===== config.mk =====
export PLATFORM = sky130hd
export DESIGN_NAME = eyescan_ctrl
export DESIGN_NICKNAME = d
export VERILOG_FILES = /design/src/rtl/eyescan_pkg.sv /design/src/rtl/eyescan_cfg.sv /design/src/rtl/eyescan_presc.sv /design/src/rtl/eyescan_satcnt.sv /design/src/rtl/eyescan_ctrl.sv
export SDC_FILE = /design/constraint.sdc
export NUM_CORES = 1
export LEC_CHECK = 0
export ABC_CLOCK_PERIOD_IN_PS = 3700
export CORE_UTILIZATION = 43
export CTS_BUF_LIST = sky130_fd_sc_hd__clkbuf_4 sky130_fd_sc_hd__clkbuf_8
export CTS_CLUSTER_DIAMETER = 200
export DETAILED_ROUTE_END_ITERATION = 12
export DONT_BUFFER_PORTS = 1
export SYNTH_ARGS = -nofsm -noshare
export SYNTH_HDL_FRONTEND = slang
export SYNTH_SLANG_ARGS = --single-unit
export TNS_END_PERCENT = 1

===== constraint.sdc =====
create_clock -name clk -period 3.7 [get_ports clk]
set_input_delay 0.74 -clock clk [delete_from_list [all_inputs] [get_ports clk]]
set_output_delay 0.74 -clock clk [all_outputs]
set_load 0.02 [all_outputs]

===== src/rtl/eyescan_pkg.sv =====
package eyescan_pkg;
  typedef enum logic [1:0] {
    ST_IDLE  = 2'd0,
    ST_ARMED = 2'd1,
    ST_COUNT = 2'd2,
    ST_DONE  = 2'd3
  } scan_state_t;

  localparam int unsigned RATE_N   = 4;
  localparam int unsigned HALF_UI0 = 32;
endpackage


===== src/rtl/eyescan_cfg.sv =====
module eyescan_cfg
  import eyescan_pkg::*;
#(
  parameter int unsigned HOFF_W   = 12,
  parameter int unsigned DEF_RATE = 0
) (
  input  logic [2:0]        rate_sel,
  input  logic [HOFF_W-1:0] horz,
  output logic [1:0]        rate_idx,
  output logic              bad
);
  localparam int unsigned PH_W = HOFF_W - 1;

  logic signed [PH_W:0] lim_tab [RATE_N];
  logic signed [PH_W:0] ph;
  logic signed [PH_W:0] lim;
  logic signed [PH_W:0] nlim;
  logic                 lo_bad;
  logic                 hi_bad;
  logic                 sign_bad;

  for (genvar r = 0; r < RATE_N; r++) begin : g_lim
    assign lim_tab[r] = (PH_W+1)'(HALF_UI0 << r);
  end

  always_comb begin
    case (rate_sel)
      3'd1:    rate_idx = 2'd0;
      3'd2:    rate_idx = 2'd1;
      3'd3:    rate_idx = 2'd2;
      3'd4:    rate_idx = 2'd3;
      default: rate_idx = DEF_RATE[1:0];
    endcase
  end

  always_comb begin
    ph       = signed'({horz[PH_W-1], horz[PH_W-1:0]});
    lim      = lim_tab[rate_idx];
    nlim     = -lim;
    lo_bad   = ph < nlim;
    hi_bad   = ph > lim;
    sign_bad = horz[PH_W] != horz[PH_W-1];
    bad      = lo_bad | hi_bad | sign_bad;
  end
endmodule


===== src/rtl/eyescan_presc.sv =====
module eyescan_presc #(
  parameter int unsigned PRE_W = 5
) (
  input  logic             clk,
  input  logic             rst_n,
  input  logic             clr,
  input  logic             en,
  input  logic [PRE_W-1:0] code,
  output logic             tick
);
  localparam int unsigned PC_W = (1 << PRE_W) + 1;

  logic [PC_W-1:0]  cnt_q;
  logic [PC_W-1:0]  cnt_d;
  logic [PC_W-1:0]  lim;
  logic [PRE_W:0]   sh;

  always_comb begin
    sh   = {1'b0, code} + 1'b1;
    lim  = ({{(PC_W-1){1'b0}}, 1'b1} << sh) - 1'b1;
    tick = en && (cnt_q == lim);
  end

  always_comb begin
    cnt_d = cnt_q;
    if (clr)       cnt_d = '0;
    else if (tick) cnt_d = '0;
    else if (en)   cnt_d = cnt_q + 1'b1;
  end

  always_ff @(posedge clk or negedge rst_n) begin
    if (!rst_n) cnt_q <= '0;
    else        cnt_q <= cnt_d;
  end
endmodule


===== src/rtl/eyescan_satcnt.sv =====
module eyescan_satcnt #(
  parameter int unsigned W = 16
) (
  input  logic         clk,
  input  logic         rst_n,
  input  logic         clr,
  input  logic         inc,
  output logic [W-1:0] q
);
  localparam logic [W-1:0] TOP = '1;

  logic [W-1:0] q_d;

  always_comb begin
    q_d = q;
    if (clr)                   q_d = '0;
    else if (inc && q != TOP)  q_d = q + 1'b1;
  end

  always_ff @(posedge clk or negedge rst_n) begin
    if (!rst_n) q <= '0;
    else        q <= q_d;
  end
endmodule


===== src/rtl/eyescan_ctrl.sv =====
module eyescan_ctrl
  import eyescan_pkg::*;
#(
  parameter int unsigned CNT_W    = 16,
  parameter int unsigned PRE_W    = 5,
  parameter int unsigned HOFF_W   = 12,
  parameter int unsigned VOFF_W   = 9,
  parameter int unsigned DEF_RATE = 0
) (
  input  logic              clk,
  input  logic              rst_n,
  input  logic              bit_valid,
  input  logic              bit_err,
  input  logic              err_mask,
  input  logic              start,
  input  logic              trig,
  input  logic [2:0]        rate_sel,
  input  logic [HOFF_W-1:0] horz_off,
  input  logic [VOFF_W-1:0] vert_off,
  input  logic [PRE_W-1:0]  prescale,
  output logic [1:0]        state_o,
  output logic              err_event,
  output logic [CNT_W-1:0]  samp_cnt,
  output logic [CNT_W-1:0]  err_cnt,
  output logic              done,
  output logic              cfg_err,
  output logic [1:0]        rate_o,
  output logic [HOFF_W-2:0] phase_o,
  output logic [VOFF_W-3:0] vmag_o,
  output logic              vneg_o
);
  localparam int unsigned PH_W  = HOFF_W - 1;
  localparam int unsigned MAG_W = VOFF_W - 2;
  localparam logic [CNT_W-1:0] CNT_TOP = '1;

  scan_state_t      state_q;
  scan_state_t      state_d;
  logic             accept;
  logic             counting;
  logic             live;
  logic             hit;
  logic             samp_tick;
  logic             evt_d;
  logic             evt_q;
  logic [1:0]       rate_idx;
  logic             cfg_bad;
  logic [1:0]       rate_q;
  logic [PH_W-1:0]  phase_q;
  logic [MAG_W-1:0] vmag_q;
  logic             vneg_q;
  logic [PRE_W-1:0] presc_q;

  eyescan_cfg #(
    .HOFF_W   (HOFF_W),
    .DEF_RATE (DEF_RATE)
  ) u_cfg (
    .rate_sel (rate_sel),
    .horz     (horz_off),
    .rate_idx (rate_idx),
    .bad      (cfg_bad)
  );

  always_comb begin
    accept   = (state_q == ST_IDLE) && start && !cfg_bad;
    counting = (state_q == ST_COUNT);
    live     = (state_q == ST_ARMED) || counting;
    hit      = bit_valid && bit_err && !err_mask;
    evt_d    = live && hit;
  end

  always_comb begin
    state_d = state_q;
    case (state_q)
      ST_IDLE:  if (accept) state_d = ST_ARMED;
      ST_ARMED: if (trig) state_d = ST_COUNT;
      ST_COUNT: if (samp_cnt == CNT_TOP) state_d = ST_DONE;
      ST_DONE:  state_d = ST_IDLE;
      default:  state_d = ST_IDLE;
    endcase
  end

  always_ff @(posedge clk or negedge rst_n) begin
    if (!rst_n) begin
      state_q <= ST_IDLE;
      evt_q   <= 1'b0;
    end else begin
      state_q <= state_d;
      evt_q   <= evt_d;
    end
  end

  always_ff @(posedge clk or negedge rst_n) begin
    if (!rst_n) begin
      rate_q  <= '0;
      phase_q <= '0;
      vmag_q  <= '0;
      vneg_q  <= 1'b0;
      presc_q <= '0;
    end else if (accept) begin
      rate_q  <= rate_idx;
      phase_q <= horz_off[PH_W-1:0];
      vmag_q  <= vert_off[MAG_W-1:0];
      vneg_q  <= vert_off[MAG_W];
      presc_q <= prescale;
    end
  end

  eyescan_presc #(
    .PRE_W (PRE_W)
  ) u_presc (
    .clk   (clk),
    .rst_n (rst_n),
    .clr   (accept),
    .en    (counting && bit_valid),
    .code  (presc_q),
    .tick  (samp_tick)
  );

  eyescan_satcnt #(
    .W (CNT_W)
  ) u_samp (
    .clk   (clk),
    .rst_n (rst_n),
    .clr   (accept),
    .inc   (samp_tick),
    .q     (samp_cnt)
  );

  eyescan_satcnt #(
    .W (CNT_W)
  ) u_errc (
    .clk   (clk),
    .rst_n (rst_n),
    .clr   (accept),
    .inc   (counting && hit),
    .q     (err_cnt)
  );

  assign state_o   = state_q;
  assign err_event = evt_q;
  assign done      = (state_q == ST_DONE);
  assign cfg_err   = cfg_bad;
  assign rate_o    = rate_q;
  assign phase_o   = phase_q;
  assign vmag_o    = vmag_q;
  assign vneg_o    = vneg_q;
endmodule


Word-level counts from Yosys, hierarchy flattened
Index checks and enable logic that the tools add are counted.

Flip-flop bits (word level): 94. Input bits: 36. Output and inout bits: 58. Logic and storage cells: 70.

$add $sub $neg: 6. $lt $le $gt $ge: 3. Equal/unequal tests: 14. Shifts and indexed selects: 1. Mux-type cells: 15. Bitwise logic cells: 3. Reductions and logical operators: 18.

Operators with widths (count): $mux 33 (3); $mux 16 (4); $add 33x1->33 const B (1); $eq 33x33->1 (1); $shl 1x6->33 const A (1); $sub 33x1->33 const B (1); $add 16x1->16 const B (2); $ne 16x16->1 const B (2); $bmux 12 s2 (1); $mux 12 (2); $eq 16x16->1 const B (1); $gt 11x12->1 (1); $lt 11x12->1 (1); $neg 12->12 (1); $logic_and 1x1->1 (10); $pmux 2 s4 (1); $add 5x1->6 const B (1); $eq 3x2->1 const B (2); $mux 2 (3); $pmux 2 s3 (1); $eq 2x2->1 const B (2); $ne 2x2->1 const B (2); $reduce_bool 2->1 (2); $eq 3x3->1 const B (1); 11 further kinds (13).

Depth between registers and ports, before layout
Gate-level depths: netlist (run 1).

Depth after elaboration: 14. Mapped depth: 16.

Hierarchy
A second synthesis (run 1) with hierarchy kept.

Cell total of the unflattened synthesis: 791. Area, all modules: 6736.5 µm².

Modules (own cells, without submodules): eyescan_presc (times used 1, cells an instance 419, area each 3333.2 µm²); eyescan_satcnt (times used 2, cells an instance 98, area each 942.2 µm²); eyescan_ctrl (times used 1, cells an instance 132, area each 1218.7 µm²); eyescan_cfg (times used 1, cells an instance 44, area each 300.3 µm²).

Least setup slack after synthesis (run 1)
Ideal clock, no wire load.

Path type: register to register. Start point: reg presc_q[0]. End point: reg u_samp.q[10]. Library setup time: 0.066 ns. Arrival time: 3.748 ns. Data required time: 3.634 ns. Setup slack: -0.114 ns. Stages on the path, launching flop included: 15. Period minus slack after synthesis: 3.814 ns. Cell sequence: dfrtp_1 buf_4 or4_1 nor2_1 inv_1 ha_1 clkbuf_1 o41a_1 or3_1 a222oi_1 nand4_1 or4_4 buf_6 or4_1 nand2_1.

Cells in the longest elaborated chain, start to end: 7.

Ends and longest elaborated chain: from (decl) (RTL line eyescan_ctrl.sv:51) `logic [PRE_W-1:0] presc_q;`; from (signal assigned) (RTL line eyescan_ctrl.sv:104) `presc_q <= prescale;`; $add 5x1->6 (RTL line eyescan_presc.sv:19) `sh = {1'b0, code} + 1'b1;`; $shl 1x6->33 (RTL line eyescan_presc.sv:20) `lim = ({{(PC_W-1){1'b0}}, 1'b1} << sh) - 1'b1;`; $sub 33x1->33 (RTL line eyescan_presc.sv:20); $eq 33x33->1 (RTL line eyescan_presc.sv:21) `tick = en && (cnt_q == lim);`; $logic_and 1x1->1 (RTL line eyescan_presc.sv:21); $logic_and 1x1->1 (RTL line eyescan_satcnt.sv:17) `else if (inc && q != TOP) q_d = q + 1'b1;`; $reduce_bool 2->1 (no source line); to (signal assigned) (RTL line eyescan_satcnt.sv:22) `else q <= q_d;`; to (decl) (RTL line eyescan_satcnt.sv:8) `output logic [W-1:0] q`.

Every way passes these cells. A chain may end at the register's enable or synchronous reset.

Worst setup path in the final report (run 1)
Start point: reg presc_q[3]. End point: reg u_samp.q[4].

The elaborated chain is that of the path after synthesis.

==> results of run 1 <==
[sequential cells by signal, summed over array words and instances, names as in the netlist]
name and flops:
phase_o 11, err_event 1, rate_o 2, vneg_o 1
presc_q 5, state_o 2, u_samp.q 16, u_errc.q 16
vmag_o 7, u_presc.cnt_q 33
[routing by layer]
layer / share of wire (%) / routed length, µm / GRT usage (%)
met5: 0 / 0 / 0
met4: 1.8 / 280 / 8.86
met3: 6.0 / 954 / 4.36
met2: 46 / 7390 / 35.9
met1: 46 / 7300 / 31.6
[path summary, 6_finish.rpt]
path | startpoint | end | slack, ns | depth (start not counted)
max | presc_q[3] | u_samp.q[4] | 0.02 | 14
min | rst_n | vmag_o[0] | 0.04 | 0
max reg2reg | presc_q[3] | u_samp.q[4] | 0.02 | 14
min reg2reg | u_presc.cnt_q[1] | u_presc.cnt_q[1] | 0.61 | 2
max in group asynchronous | rst_n | u_presc.cnt_q[11] | 3.49 | 0
min in group clk | horz_off[10] | phase_o[10] | 0.46 | 2
[through the flow]
stage	instance area [µm²]	hold WS [ns]	power, µW	setup TNS [ns]	setup WS (ns)
after global placement	6230	0.446	2890	-0.182	-0.0386
after floorplan	5930	0.444	2540	0	0.00170
after global routing	6680	0.0219	4060	-0.984	-0.125
final	6680	0.0437	3830	0	0.0222
after detailed placement	6230	0.446	2920	-0.702	-0.131
after CTS	6540	0.0213	3800	-0.00284	-0.00284
[synthesized netlist by cell type, types with 2 or more instances]
master	n	share of area, %
a211o_1	3	0.44
ha_1	19	4.0
conb_1	2	0.13
and3_1	20	2.1
a31o_2	3	0.44
inv_1	23	1.5
nand3_1	34	2.9
o31ai_1	6	0.76
nor2b_1	3	0.32
xnor2_1	29	4.3
a211oi_1	7	0.89
dfrtp_1	94	40
and2_1	4	0.42
clkbuf_1	17	1.1
or3_1	15	1.6
o211ai_1	8	1.0
o31a_1	3	0.44
xor2_1	27	4.0
o21ai_0	23	1.9
buf_6	2	0.38
nor3b_1	3	0.38
nand4_1	22	2.3
buf_4	2	0.25
buf_1	5	0.32
nand2b_1	12	1.3
o21a_1	8	1.0
a222oi_1	2	0.34
mux2i_1	7	1.2
nor3_1	19	1.6
o2111ai_1	2	0.30
or2_2	4	0.42
nand2_1	120	7.6
or4_1	11	1.4
buf_2	9	0.76
a21o_1	3	0.38
a21oi_1	22	1.9
nor2_1	73	4.6
a2bb2oi_1	2	0.30
nor4_1	7	0.74
o22ai_1	4	0.42
a31oi_1	6	0.64
[area by class of cell]
cell class	count	area (µm²)	area share [%]
clock buffers	12	159	2.38
clock inverters	4	77.6	1.16
inverters	24	90.1	1.35
multi-input cells	557	3470	52.0
flip-flops and latches	94	2350	35.2
well taps	176	220	3.30
repair buffers	34	308	4.61
[cells by family (layout without fill, tap and decap cells)]
group,count (synthesis),count (layout),share of synthesized area (%)
AND/OR/NAND/NOR,357,360,29.6
AO/OA/AOI/OAI,110,110,12.5
flip-flops,94,94,39.8
buffers and inverters,59,74,4.32
XOR/XNOR,56,56,8.30
adder cells (fa/ha/maj),19,19,4.02
multiplexers,8,8,1.38
other,2,4,0.127
[repair_timing]
item / in CTS / in global routing
setup endpoints to repair: 34 / 48
gates cloned: 2 / 2
buffers inserted: 3 / 2
pin swaps: 6 / 21
gates resized for setup: 9 / 28
[report_power, final]
part	switching, µW	internal (µW)	total, µW
Sequential	341	1220	1560
Combinational	894	567	1460
Clock	387	429	816
Total	1620	2210	3830
==> run summary, run 1 <==
CLOCK TREE
--------------------------------------------------------------------------------------------------
CTS hold repair buffers .............................................................            0
Number of sinks handled by clock tree synthesis .....................................           94
H-tree levels .......................................................................            3
Max Buffers Root-to-Sink ............................................................            2
Cts bufs inserted ...................................................................            9
Clock tree root driver cell .........................................................     clkbuf_8
Skew-Pair Late Insertion Delay ......................................................      0.38 ns
TritonCTS clock tree ................................................................        built
Clock transition time at the flip-flop clock pins of the worst setup and hold paths .      0.10 ns

DIE
--------------------------------------------------------------------------------------------------
Area of the die .....................................................................   14,200 µm²
Num rows ............................................................................           42
Area of the core ....................................................................   13,300 µm²
Vertical die dimension ..............................................................       119 µm
I/O pin count .......................................................................           94
Die outline width ...................................................................       119 µm
Starting Density ....................................................................        44.4%

FINAL LAYOUT
--------------------------------------------------------------------------------------------------
Final Util ..........................................................................        50.2%
# diodes ............................................................................            0
Number of nets in the final layout ..................................................          775
Commonest non-fill, non-tap cells in the layout ..................................... nand2_1 (119), dfrtp_1 (94), nor2_1 (72)
Leading cell type in the layout, fill and taps excluded .............................      nand2_1
Final non-filler cell total .........................................................          901
Fraction of layout cells with a size suffix above 1 .................................        12.3%
Synthesis-to-layout area growth .....................................................        13.0%
Number of inserted filler cells in the final layout .................................        1,267

SYNTHESIS
--------------------------------------------------------------------------------------------------
Number of storage elements in the synthesis netlist .................................           94
Ys async rst share ..................................................................         100%
Most used flip-flop cell after synthesis ............................................      dfrtp_1
Number of standard cells after synthesis ............................................          705
Sequential share of the synthesized area ............................................        39.8%
Yosys warning total .................................................................            0
Post-Synthesis Cell Area ............................................................     5910 µm²
Mean post-synth cell area ...........................................................     8.38 µm²
Post-synthesis cell type count ......................................................           61
Number of enable-type register cells in the synthesized netlist .....................            0

GLOBAL ROUTE
--------------------------------------------------------------------------------------------------
Via count of the first global-routing pass ..........................................        5,031
Tot GR Track Use ....................................................................        23.1%
Maximum number of pins on one net before global-route repair ........................           95
Total overflow reported by the global router ........................................            0
First-pass GRT wire length ..........................................................    26,100 µm
Antenna violations before repair ....................................................            0

POWER
--------------------------------------------------------------------------------------------------
Highest ir drop seen on vdd .........................................................       276 µV
Power per Cell Area .................................................................   574 nW/µm²
Standby leakage power ...............................................................   0.00297 µW

CRITICAL PATH
--------------------------------------------------------------------------------------------------
Family with the most delay on the worst path ........................................ simple AND/OR/NAND/NOR gates
Startpoint-to-endpoint class of the critical path ................................... register to register
WP data required ....................................................................      4.02 ns
Max incr delay on CP ................................................................      0.69 ns
Bufs and invs on worst path .........................................................            5
Critical-path cell list ............................................................. or4_4, nor2_4, inv_2, ha_4, buf_4, inv_1, buf_4, a21oi_1, buf_4, o2111ai_1, o21ai_1, or4_4, or4_1, a21oi_2
Kind of end point of the critical path ..............................................     register
Cell with the largest stage delay on the worst path .................................        or4_4
Most numerous cell on the critical path .............................................        buf_4
Data arrival, critical path .........................................................      4.00 ns
Startpoint kind of the worst setup timing path ......................................     register
Crit path max fanout ................................................................            8

PLACEMENT
--------------------------------------------------------------------------------------------------
Number of cells in the design after placement .......................................          876
Last weighted congestion value of the routability-driven placer .....................        0.879
Number of port buffers ..............................................................            0
Estimated wirelength of the detail-placed design ....................................    10,900 µm

RUN
--------------------------------------------------------------------------------------------------
Max Cap Violations ..................................................................            0

STA
--------------------------------------------------------------------------------------------------
Setup repair after global routing missed its margin .................................          yes
Slew margin rel. ....................................................................        46.3%
Time the worst path needs with I/O delays and setup .................................      3.68 ns
Final Setup Violations ..............................................................            0
Max-slew violation total from the final report ......................................            0
Maximum operating frequency .........................................................      272 MHz
Endpoints failing hold ..............................................................            0
Worst Clk Skew ......................................................................    0.0136 ns
Actual transition at the worst max-transition pin ...................................     0.801 ns
Period Utilization, post-route ......................................................        99.4%

DRT
--------------------------------------------------------------------------------------------------
Antenna viol nets, final ............................................................            0
Sum of routed wire length over all layers ...........................................    15,900 µm
Average vias per placed instance ....................................................         5.85
DRC violation count after routing ...................................................            0
Wirelength per Cell .................................................................      17.7 µm
Pre-Repair DR Iteration Count .......................................................            5
Vias after detailed routing .........................................................        5,269
DRC marker count from the first detailed-route iteration ............................          389

OUTCOME
--------------------------------------------------------------------------------------------------
Result of the run ................................................................... finished clean

WORST HOLD PATH
--------------------------------------------------------------------------------------------------
Path category of the worst min-delay check .......................................... input pin to asynchronous set/reset pin

(Power assumes the default switching activity.)
==> run 2: changes to the inputs <==
--- a/config.mk
+++ b/config.mk
@@ -13,5 +13,6 @@
 export DONT_BUFFER_PORTS = 1
 export SYNTH_ARGS = -nofsm -noshare
 export SYNTH_HDL_FRONTEND = slang
+export SYNTH_HIERARCHICAL = 1
 export SYNTH_SLANG_ARGS = --single-unit
 export TNS_END_PERCENT = 1
==> run 2 against run 1 <==
  * Largest cell class unchanged
  * Clock skew is 0.0018 ns lower
  * Design area rose by 14%
  * Clock power shrank 14%
  * The run now ends with setup timing left
  * Sequential power rose by 3%
  * First-iteration DRC count down 4.1%
  * Sequential cell count unchanged
  * Combinational power is 43% higher
  * Final cell count increased by 14%
  * Routed wire length rose by 20%
  * Register-to-register slack worse by 0.20 ns
  * Count of clock-buffer cells in the layout decreased by 3
==> run summary, run 2 <==
DRT
-----------------------------------------------------------------------------------------------------------------
DRC marker count from the first detailed-route iteration ...........................................          373   -4.1%
Sum of routed wire length over all layers ..........................................................    19,100 µm   +20%
Wirelength per Cell ................................................................................      18.6 µm   +5.3%
DRC violation count after routing ..................................................................            0   unchanged
Vias after detailed routing ........................................................................        6,200   +18%
Antenna viol nets, final ...........................................................................            0   unchanged
Pre-Repair DR Iteration Count ......................................................................            5   unchanged
Average vias per placed instance ...................................................................         6.05   +3.4%

SYNTHESIS
-----------------------------------------------------------------------------------------------------------------
Number of standard cells after synthesis ...........................................................          791   +12%
Mean post-synth cell area ..........................................................................     8.52 µm²   +1.6%
Post-synthesis cell type count .....................................................................           90   +48%
Number of enable-type register cells in the synthesized netlist ....................................            0   unchanged
Share of the synthesized area in the top cell type .................................................        34.9%   -4.9 points
Largest family of logic cells by synthesized area .................................................. simple AND/OR/NAND/NOR gates
Sequential share of the synthesized area ...........................................................        34.9%   -4.9 points
Post-synthesis cell type with the largest combined area ............................................      dfrtp_1
Fraction of the mapped netlist area in compound gates ..............................................        16.1%   +3.6 points
Arithmetic-cell share of the synthesized area counting full adders, half adders and majority gates .        3.34%   -0.68 points
Post-Synthesis Cell Area ...........................................................................     6740 µm²   +14%
Most common cell in the netlist ....................................................................      nand2_1
Number of storage elements in the synthesis netlist ................................................           94   unchanged
Yosys warning total ................................................................................            6   +6
Most frequent cells after synthesis ................................................................ nand2_1 (123), dfrtp_1 (94), nor3_1 (51)
Mux cell area share after synthesis ................................................................        1.82%   +0.44 points
Simple-Gate Fraction of Synth Area .................................................................        32.0%   +2.4 points
Synth top area cells ............................................................................... dfrtp_1 (35%), nand2_1 (6.9%), xnor2_1 (3.9%)
Most used flip-flop cell after synthesis ...........................................................      dfrtp_1
XOR/XNOR Fraction of Synth Area ....................................................................        6.05%   -2.2 points
Ys async rst share .................................................................................         100%   unchanged

FINAL LAYOUT
-----------------------------------------------------------------------------------------------------------------
Largest register FFs ...............................................................................           33   unchanged
Number of inserted filler cells in the final layout ................................................        1,437   +13%
Post-route design area .............................................................................     7600 µm²   +14%
Synthesis-to-layout area growth ....................................................................        12.8%
Commonest non-fill, non-tap cells in the layout .................................................... nand2_1 (123), dfrtp_1 (94), buf_4 (50)
# diodes ...........................................................................................            0   unchanged
Fraction of layout cells with a size suffix above 1 ................................................        17.9%   +5.7 points
Regs by FF count ................................................................................... u_presc/cnt_q x33, u_errc/q x16, u_samp/q x16
Register bank with the most flops .................................................................. u_presc/cnt_q
Final non-filler cell total ........................................................................        1,025   +14%
Leading cell type in the layout, fill and taps excluded ............................................      nand2_1
Number of nets in the final layout .................................................................          863   +11%
Reg area ...........................................................................................     2350 µm²   unchanged
Total area of multi-input combinational cells ......................................................     4220 µm²   +22%

CLOCK TREE
-----------------------------------------------------------------------------------------------------------------
Max Buffers Root-to-Sink ...........................................................................            2   unchanged
CTS hold repair buffers ............................................................................            0   unchanged
Clock tree root driver cell ........................................................................     clkbuf_8
Number of sinks handled by clock tree synthesis ....................................................           94   unchanged
H-tree levels ......................................................................................            3   unchanged
TritonCTS clock tree ...............................................................................        built
Cts bufs inserted ..................................................................................            9   unchanged
Clock transition time at the flip-flop clock pins of the worst setup and hold paths ................      0.09 ns   about the same
Skew-Pair Late Insertion Delay .....................................................................      0.38 ns   about the same

CRITICAL PATH
-----------------------------------------------------------------------------------------------------------------
Length in cells of the worst reg-to-reg path .......................................................           17   +3
FF-to-FF End ....................................................................................... u_samp/q[10]
Data arrival, critical path ........................................................................      4.19 ns   +0.19 ns
Worst reg2reg setup slack ..........................................................................     -0.18 ns   -0.20 ns
Startpoint-to-endpoint class of the critical path .................................................. register to register
Kind of end point of the critical path .............................................................     register
R2r startpoint .....................................................................................   presc_q[3]
Crit path max fanout ...............................................................................            7   -1
Startpoint kind of the worst setup timing path .....................................................     register
WP data required ...................................................................................      4.01 ns   about the same

PLACEMENT
-----------------------------------------------------------------------------------------------------------------
Placed Instance Area ...............................................................................     7080 µm²   +14%
Estimated wirelength of the detail-placed design ...................................................    13,100 µm   +20%
Last weighted congestion value of the routability-driven placer ....................................        0.920   +4.6%
Number of port buffers .............................................................................            0   unchanged
Number of cells in the design after placement ......................................................          997   +14%

STA
-----------------------------------------------------------------------------------------------------------------
Period Utilization, post-route .....................................................................         105%   +5.5 points
Actual transition at the worst max-transition pin ..................................................      1.28 ns   +0.484 ns
Slew margin rel. ...................................................................................        13.7%   -33 points
Worst Clk Skew .....................................................................................    0.0119 ns   -0.00179 ns
Hold slack final ...................................................................................    0.0455 ns   +0.00178 ns
Final Setup Violations .............................................................................           12   +12
Endpoints failing hold .............................................................................            0   unchanged
Maximum operating frequency ........................................................................      258 MHz   -5.2%
Setup repair after global routing missed its margin ................................................          yes
Final Worst Setup Slack ............................................................................    -0.180 ns   -0.202 ns
Max-slew violation total from the final report .....................................................            0   unchanged
Time the worst path needs with I/O delays and setup ................................................      3.88 ns   +0.202 ns

GLOBAL ROUTE
-----------------------------------------------------------------------------------------------------------------
First-pass GRT wire length .........................................................................    31,700 µm   +22%
Met3 Resource Use GR ...............................................................................        6.70%   +2.3 points
Tot GR Track Use ...................................................................................        24.5%   +1.4 points
Via count of the first global-routing pass .........................................................        6,217   +24%
Met2 GRT Util ......................................................................................        41.2%   +5.3 points
Layer carrying the most global-route usage .........................................................         met2
Maximum number of pins on one net before global-route repair .......................................           95   unchanged
Antenna violations before repair ...................................................................            0   unchanged
Total overflow reported by the global router .......................................................            0   unchanged
Met1 track demand over resource in global routing ..................................................        30.3%   -1.4 points

OUTCOME
-----------------------------------------------------------------------------------------------------------------
Violated checks .................................................................................... setup timing
Result of the run .................................................................................. finished with violations

DIE
-----------------------------------------------------------------------------------------------------------------
Vertical die dimension .............................................................................       127 µm   +6.7%
Num rows ...........................................................................................           45   +7.1%
Area of the die ....................................................................................   16,200 µm²   +14%
Die outline width ..................................................................................       127 µm   +6.7%
I/O pin count ......................................................................................           94   unchanged
Area of the core ...................................................................................   15,300 µm²   +15%
Starting Density ...................................................................................        44.1%   -0.28 points

RUN
-----------------------------------------------------------------------------------------------------------------
Max Cap Violations .................................................................................            0   unchanged

POWER
-----------------------------------------------------------------------------------------------------------------
Total power of the final layout ....................................................................      4390 µW   +14%
Standby leakage power ..............................................................................   0.00314 µW   +5.9%
Power per Cell Area ................................................................................   578 nW/µm²   +0.59%
Highest ir drop seen on vdd ........................................................................       266 µV   -3.4%

WORST HOLD PATH
-----------------------------------------------------------------------------------------------------------------
Path category of the worst min-delay check ......................................................... input pin to asynchronous set/reset pin

run 2: cell type report:
class	instances	area share (%)
inverters	24	1.24
multi-input cells	622	55.6
clock inverters	7	0.988
clock buffers	9	1.63
flip-flops and latches	94	31.0
well taps	211	3.47
repair buffers	58	6.13
run 2: worst max path at each step:
stage                      startpoint            to  slack (ns)
after floorplan           rate_sel[1]   u_errc/q[0]        0.03
after global placement     presc_q[3]  u_samp/q[14]       -0.25
after detailed placement   presc_q[3]  u_samp/q[14]       -0.34
after CTS                  presc_q[1]  u_samp/q[10]       -0.20
after global routing       presc_q[3]  u_samp/q[10]       -0.33
final                      presc_q[3]  u_samp/q[10]       -0.18
run 2: routing by layer:
metal  up-vias  wire length, µm
li1       2936                -
met1      3054             8160
met2       183             9300
met3        27             1180
met4         0              444
met5         -                0
run 2: worst max-delay path, cell delays in order (launching register included):
cell        delay [ns]
dfrtp_1           0.40
or2_4             0.25
nor3_4            0.19
inv_2             0.07
ha_4              0.19
buf_4             0.14
buf_4             0.12
xnor2_1           0.12
xnor2_1           0.17
nor4_2            0.29
and4b_1           0.22
nand4_1           0.17
nor4b_2           0.33
buf_4             0.18
clkinvlp_4        0.18
buf_6             0.18
or4_1             0.46
a21oi_1           0.15
run 2: repair_timing:
action	4_1_cts	5_1_grt
cloned	0	0
pin swaps	31	15
setup buffers	9	3
gates resized for setup	42	12
setup endpoints to repair	16	16
run 2: cell families (layout without fill, tap and decap cells):
kind of cell    Yosys count  in the layout
xor+xnor                 45             45
buf+inv                  77             98
fa+ha+maj                18             18
mux                      11             11
other cells               2              4
simple gates            391            391
flops                    94             94
compound gates          153            153
run 2: through the flow:
step	setup slack (ns)	TNS [ns]	util, %
final	-0.180	-1.29	49.8
after global routing	-0.330	-3.47	49.8
after CTS	-0.203	-1.71	49.3
after detailed placement	-0.343	-3.65	46.4
after global placement	-0.255	-2.37	46.4
after floorplan	0.0334	0	-
run 2: power breakdown:
group	switching, µW	leakage [µW]	internal [µW]
clock	386	0.0000914	313
sequential	383	0.00127	1220
combinational	1190	0.00178	901
total	1960	0.00314	2430
==> run 3: changes to the inputs <==
--- a/config.mk
+++ b/config.mk
@@ -6,11 +6,14 @@
 export NUM_CORES = 1
 export LEC_CHECK = 0
 export ABC_CLOCK_PERIOD_IN_PS = 3700
+export CORE_MARGIN = 2
 export CORE_UTILIZATION = 43
 export CTS_BUF_LIST = sky130_fd_sc_hd__clkbuf_4 sky130_fd_sc_hd__clkbuf_8
 export CTS_CLUSTER_DIAMETER = 200
+export CTS_CLUSTER_SIZE = 30
 export DETAILED_ROUTE_END_ITERATION = 12
 export DONT_BUFFER_PORTS = 1
+export PLACE_DENSITY = 0.72
 export SYNTH_ARGS = -nofsm -noshare
 export SYNTH_HDL_FRONTEND = slang
 export SYNTH_HIERARCHICAL = 1
==> run 3 against run 2 <==
  * The flow still finishes with violations (setup timing)
  * Core utilization shrank 0.89 points
  * Critical path depth fell by 2
  * Routed wire length down 6.1%
  * Register-to-register slack gained 0.03 ns
  * First-iteration DRC count grew 17%
  * Worst setup slack better by 0.027 ns
  * Clock power decreased by 5.4%
  * Critical path type unchanged
  * Largest cell class unchanged
==> run summary, run 3 (synthesized netlist as in run 2, its figures left out) <==
OUTCOME
--------------------------------------------------------------------------------------------------
Result of the run ................................................................... finished with violations
Violated checks ..................................................................... setup timing

STA
--------------------------------------------------------------------------------------------------
Setup repair after global routing missed its margin .................................          yes
Maximum operating frequency .........................................................      260 MHz   +0.69%
Final Worst Setup Slack .............................................................    -0.153 ns   +0.0266 ns
Slew margin rel. ....................................................................        32.4%   +19 points
Endpoints failing hold ..............................................................            0   unchanged
Final Setup Violations ..............................................................           10   -2
Worst Clk Skew ......................................................................    0.0132 ns   +0.00139 ns
Max-slew violation total from the final report ......................................            0   unchanged
Actual transition at the worst max-transition pin ...................................      1.01 ns   -0.278 ns
Time the worst path needs with I/O delays and setup .................................      3.85 ns   -0.0266 ns
Period Utilization, post-route ......................................................         104%   -0.72 points
Hold slack final ....................................................................    0.0415 ns   -0.00404 ns

FINAL LAYOUT
--------------------------------------------------------------------------------------------------
Commonest non-fill, non-tap cells in the layout ..................................... nand2_1 (123), dfrtp_1 (94), buf_4 (50), nor3_1 (50), nor2_1 (42)
Number of inserted filler cells in the final layout .................................        1,474   +2.6%
Largest register FFs ................................................................           33   unchanged
Regs by FF count .................................................................... u_presc/cnt_q x33, u_errc/q x16, u_samp/q x16
Fraction of layout cells with a size suffix above 1 .................................        17.0%   -0.98 points
Synthesis-to-layout area growth .....................................................        10.8%
Register bank with the most flops ................................................... u_presc/cnt_q
# diodes ............................................................................            0   unchanged
Leading cell type in the layout, fill and taps excluded .............................      nand2_1
Number of nets in the final layout ..................................................          857   -0.70%

GLOBAL ROUTE
--------------------------------------------------------------------------------------------------
Total overflow reported by the global router ........................................            0   unchanged
Via count of the first global-routing pass ..........................................        5,713   -8.1%
Maximum number of pins on one net before global-route repair ........................           95   unchanged
Tot GR Track Use ....................................................................        21.8%   -2.7 points
First-pass GRT wire length ..........................................................    29,200 µm   -8.0%
Antenna violations before repair ....................................................            0   unchanged

DIE
--------------------------------------------------------------------------------------------------
I/O pin count .......................................................................           94   unchanged
Area of the die .....................................................................   16,700 µm²   +3.2%
Num rows ............................................................................           45   unchanged
Area of the core ....................................................................   15,300 µm²   unchanged
Vertical die dimension ..............................................................       129 µm   +1.6%
Die outline width ...................................................................       129 µm   +1.6%
Starting Density ....................................................................        44.1%   unchanged

DRT
--------------------------------------------------------------------------------------------------
Wirelength per Cell .................................................................      17.6 µm   -5.6%
Average vias per placed instance ....................................................         6.02   -0.53%
Vias after detailed routing .........................................................        6,131   -1.1%
Pre-Repair DR Iteration Count .......................................................            5   unchanged
Sum of routed wire length over all layers ...........................................    17,900 µm   -6.1%
Antenna viol nets, final ............................................................            0   unchanged
DRC marker count from the first detailed-route iteration ............................          435   +17%
DRC violation count after routing ...................................................            0   unchanged

CRITICAL PATH
--------------------------------------------------------------------------------------------------
Cell with the largest stage delay on the worst path .................................        or4_1
Max incr delay on CP ................................................................      0.49 ns   +0.03 ns
Crit path max fanout ................................................................           10   +3
Kind of end point of the critical path ..............................................     register
Critical-path cell list ............................................................. or2_4, nor3_4, inv_2, ha_4, nand3b_1, o211ai_1, xor2_1, nor4b_2, nand4_1, nor4b_2, buf_4, clkinvlp_4, buf_4, or4_1, a21oi_1
Data arrival, critical path .........................................................      4.17 ns   -0.02 ns
Startpoint-to-endpoint class of the critical path ................................... register to register
Startpoint kind of the worst setup timing path ......................................     register
Worst reg2reg setup slack ...........................................................     -0.15 ns   +0.03 ns
WP data required ....................................................................      4.02 ns   about the same

RUN
--------------------------------------------------------------------------------------------------
Max Cap Violations ..................................................................            0   unchanged

POWER
--------------------------------------------------------------------------------------------------
Highest ir drop seen on vdd .........................................................       331 µV   +24%
Power per Cell Area .................................................................   580 nW/µm²   +0.39%
Standby leakage power ...............................................................   0.00312 µW   -0.68%

CLOCK TREE
--------------------------------------------------------------------------------------------------
Number of sinks handled by clock tree synthesis .....................................           94   unchanged
CTS hold repair buffers .............................................................            0   unchanged
TritonCTS clock tree ................................................................        built
Max Buffers Root-to-Sink ............................................................            2   unchanged
Skew-Pair Late Insertion Delay ......................................................      0.39 ns   about the same
Clock transition time at the flip-flop clock pins of the worst setup and hold paths .      0.09 ns   about the same
Clock tree root driver cell .........................................................     clkbuf_8
Cts bufs inserted ...................................................................            9   unchanged
H-tree levels .......................................................................            3   unchanged

WORST HOLD PATH
--------------------------------------------------------------------------------------------------
Path category of the worst min-delay check .......................................... input pin to asynchronous set/reset pin

PLACEMENT
--------------------------------------------------------------------------------------------------
Estimated wirelength of the detail-placed design ....................................    12,400 µm   -5.5%
Last weighted congestion value of the routability-driven placer .....................        0.965   +4.9%
Number of port buffers ..............................................................            0   unchanged
Dpl ws ..............................................................................    -0.278 ns   +0.0650 ns

[run 3: metal layers]
layer	track usage (%)	share of wire [%]	routed length, µm
met4	7.16	2.3	405
met1	29.5	45	8000
met2	34.5	46	8260
met5	0	0	0
met3	5.20	7.0	1250
[run 3: path summary, 6_finish.rpt]
check | startpoint | to | cells past startpoint
setup / recovery | presc_q[2] | u_samp/q[7] | 15
hold / removal | rst_n | u_errc/q[8] | 0
setup reg to reg | presc_q[2] | u_samp/q[7] | 15
hold reg to reg | vmag_o[3] | vmag_o[3] | 2
max in group asynchronous | rst_n | vmag_o[3] | 0
min in group clk | horz_off[2] | phase_o[2] | 2
[run 3: what timing repair did]
action,4_1_cts,5_1_grt
setup endpoints to repair,15,16
setup buffers,1,0
pin swaps,5,4
cloned,1,0
gates resized for setup,13,17
[run 3: area by class of cell]
type	instances	area [µm²]	share of cell area (%)
inverter	24	93.8	1.26
multi-input combinational	622	4160	55.7
clock buffer	12	159	2.13
timing repair inverter	1	7.51	0.101
timing repair buffer	51	395	5.30
tap	211	264	3.54
clock inverter	4	31.3	0.419
sequential	94	2350	31.5
[run 3: critical path, delay by kind of cell (launching register included)]
kind	cells	cell delay [ns]
and+or+nand+nor	7	2.01
buffers and inverters	4	0.61
AOI/OAI and AO/OA	2	0.45
DFF	1	0.38
adders and majority gates	1	0.20
xor gates and xnor gates	1	0.15
[run 3: metrics by stage]
| step | cells | area, µm² | TNS, ns | power, µW | utilization [%] |
|---|---|---|---|---|---|
| after floorplan | 793 | 6800 | 0 | 2980 | - |
| after global placement | 1001 | 7120 | -2.70 | 3530 | 46.7 |
| after detailed placement | 1001 | 7120 | -3.05 | 3550 | 46.7 |
| after CTS | 1019 | 7380 | -1.48 | 4290 | 48.4 |
| after global routing | 1019 | 7460 | -3.60 | 4600 | 48.9 |
| final | 1019 | 7460 | -1.21 | 4330 | 48.9 |
[run 3: power breakdown]
part,total (µW),switching (µW),internal (µW)
Sequential,1590,372,1220
Combinational,2070,1180,892
Clock,661,370,291
Total,4330,1930,2400
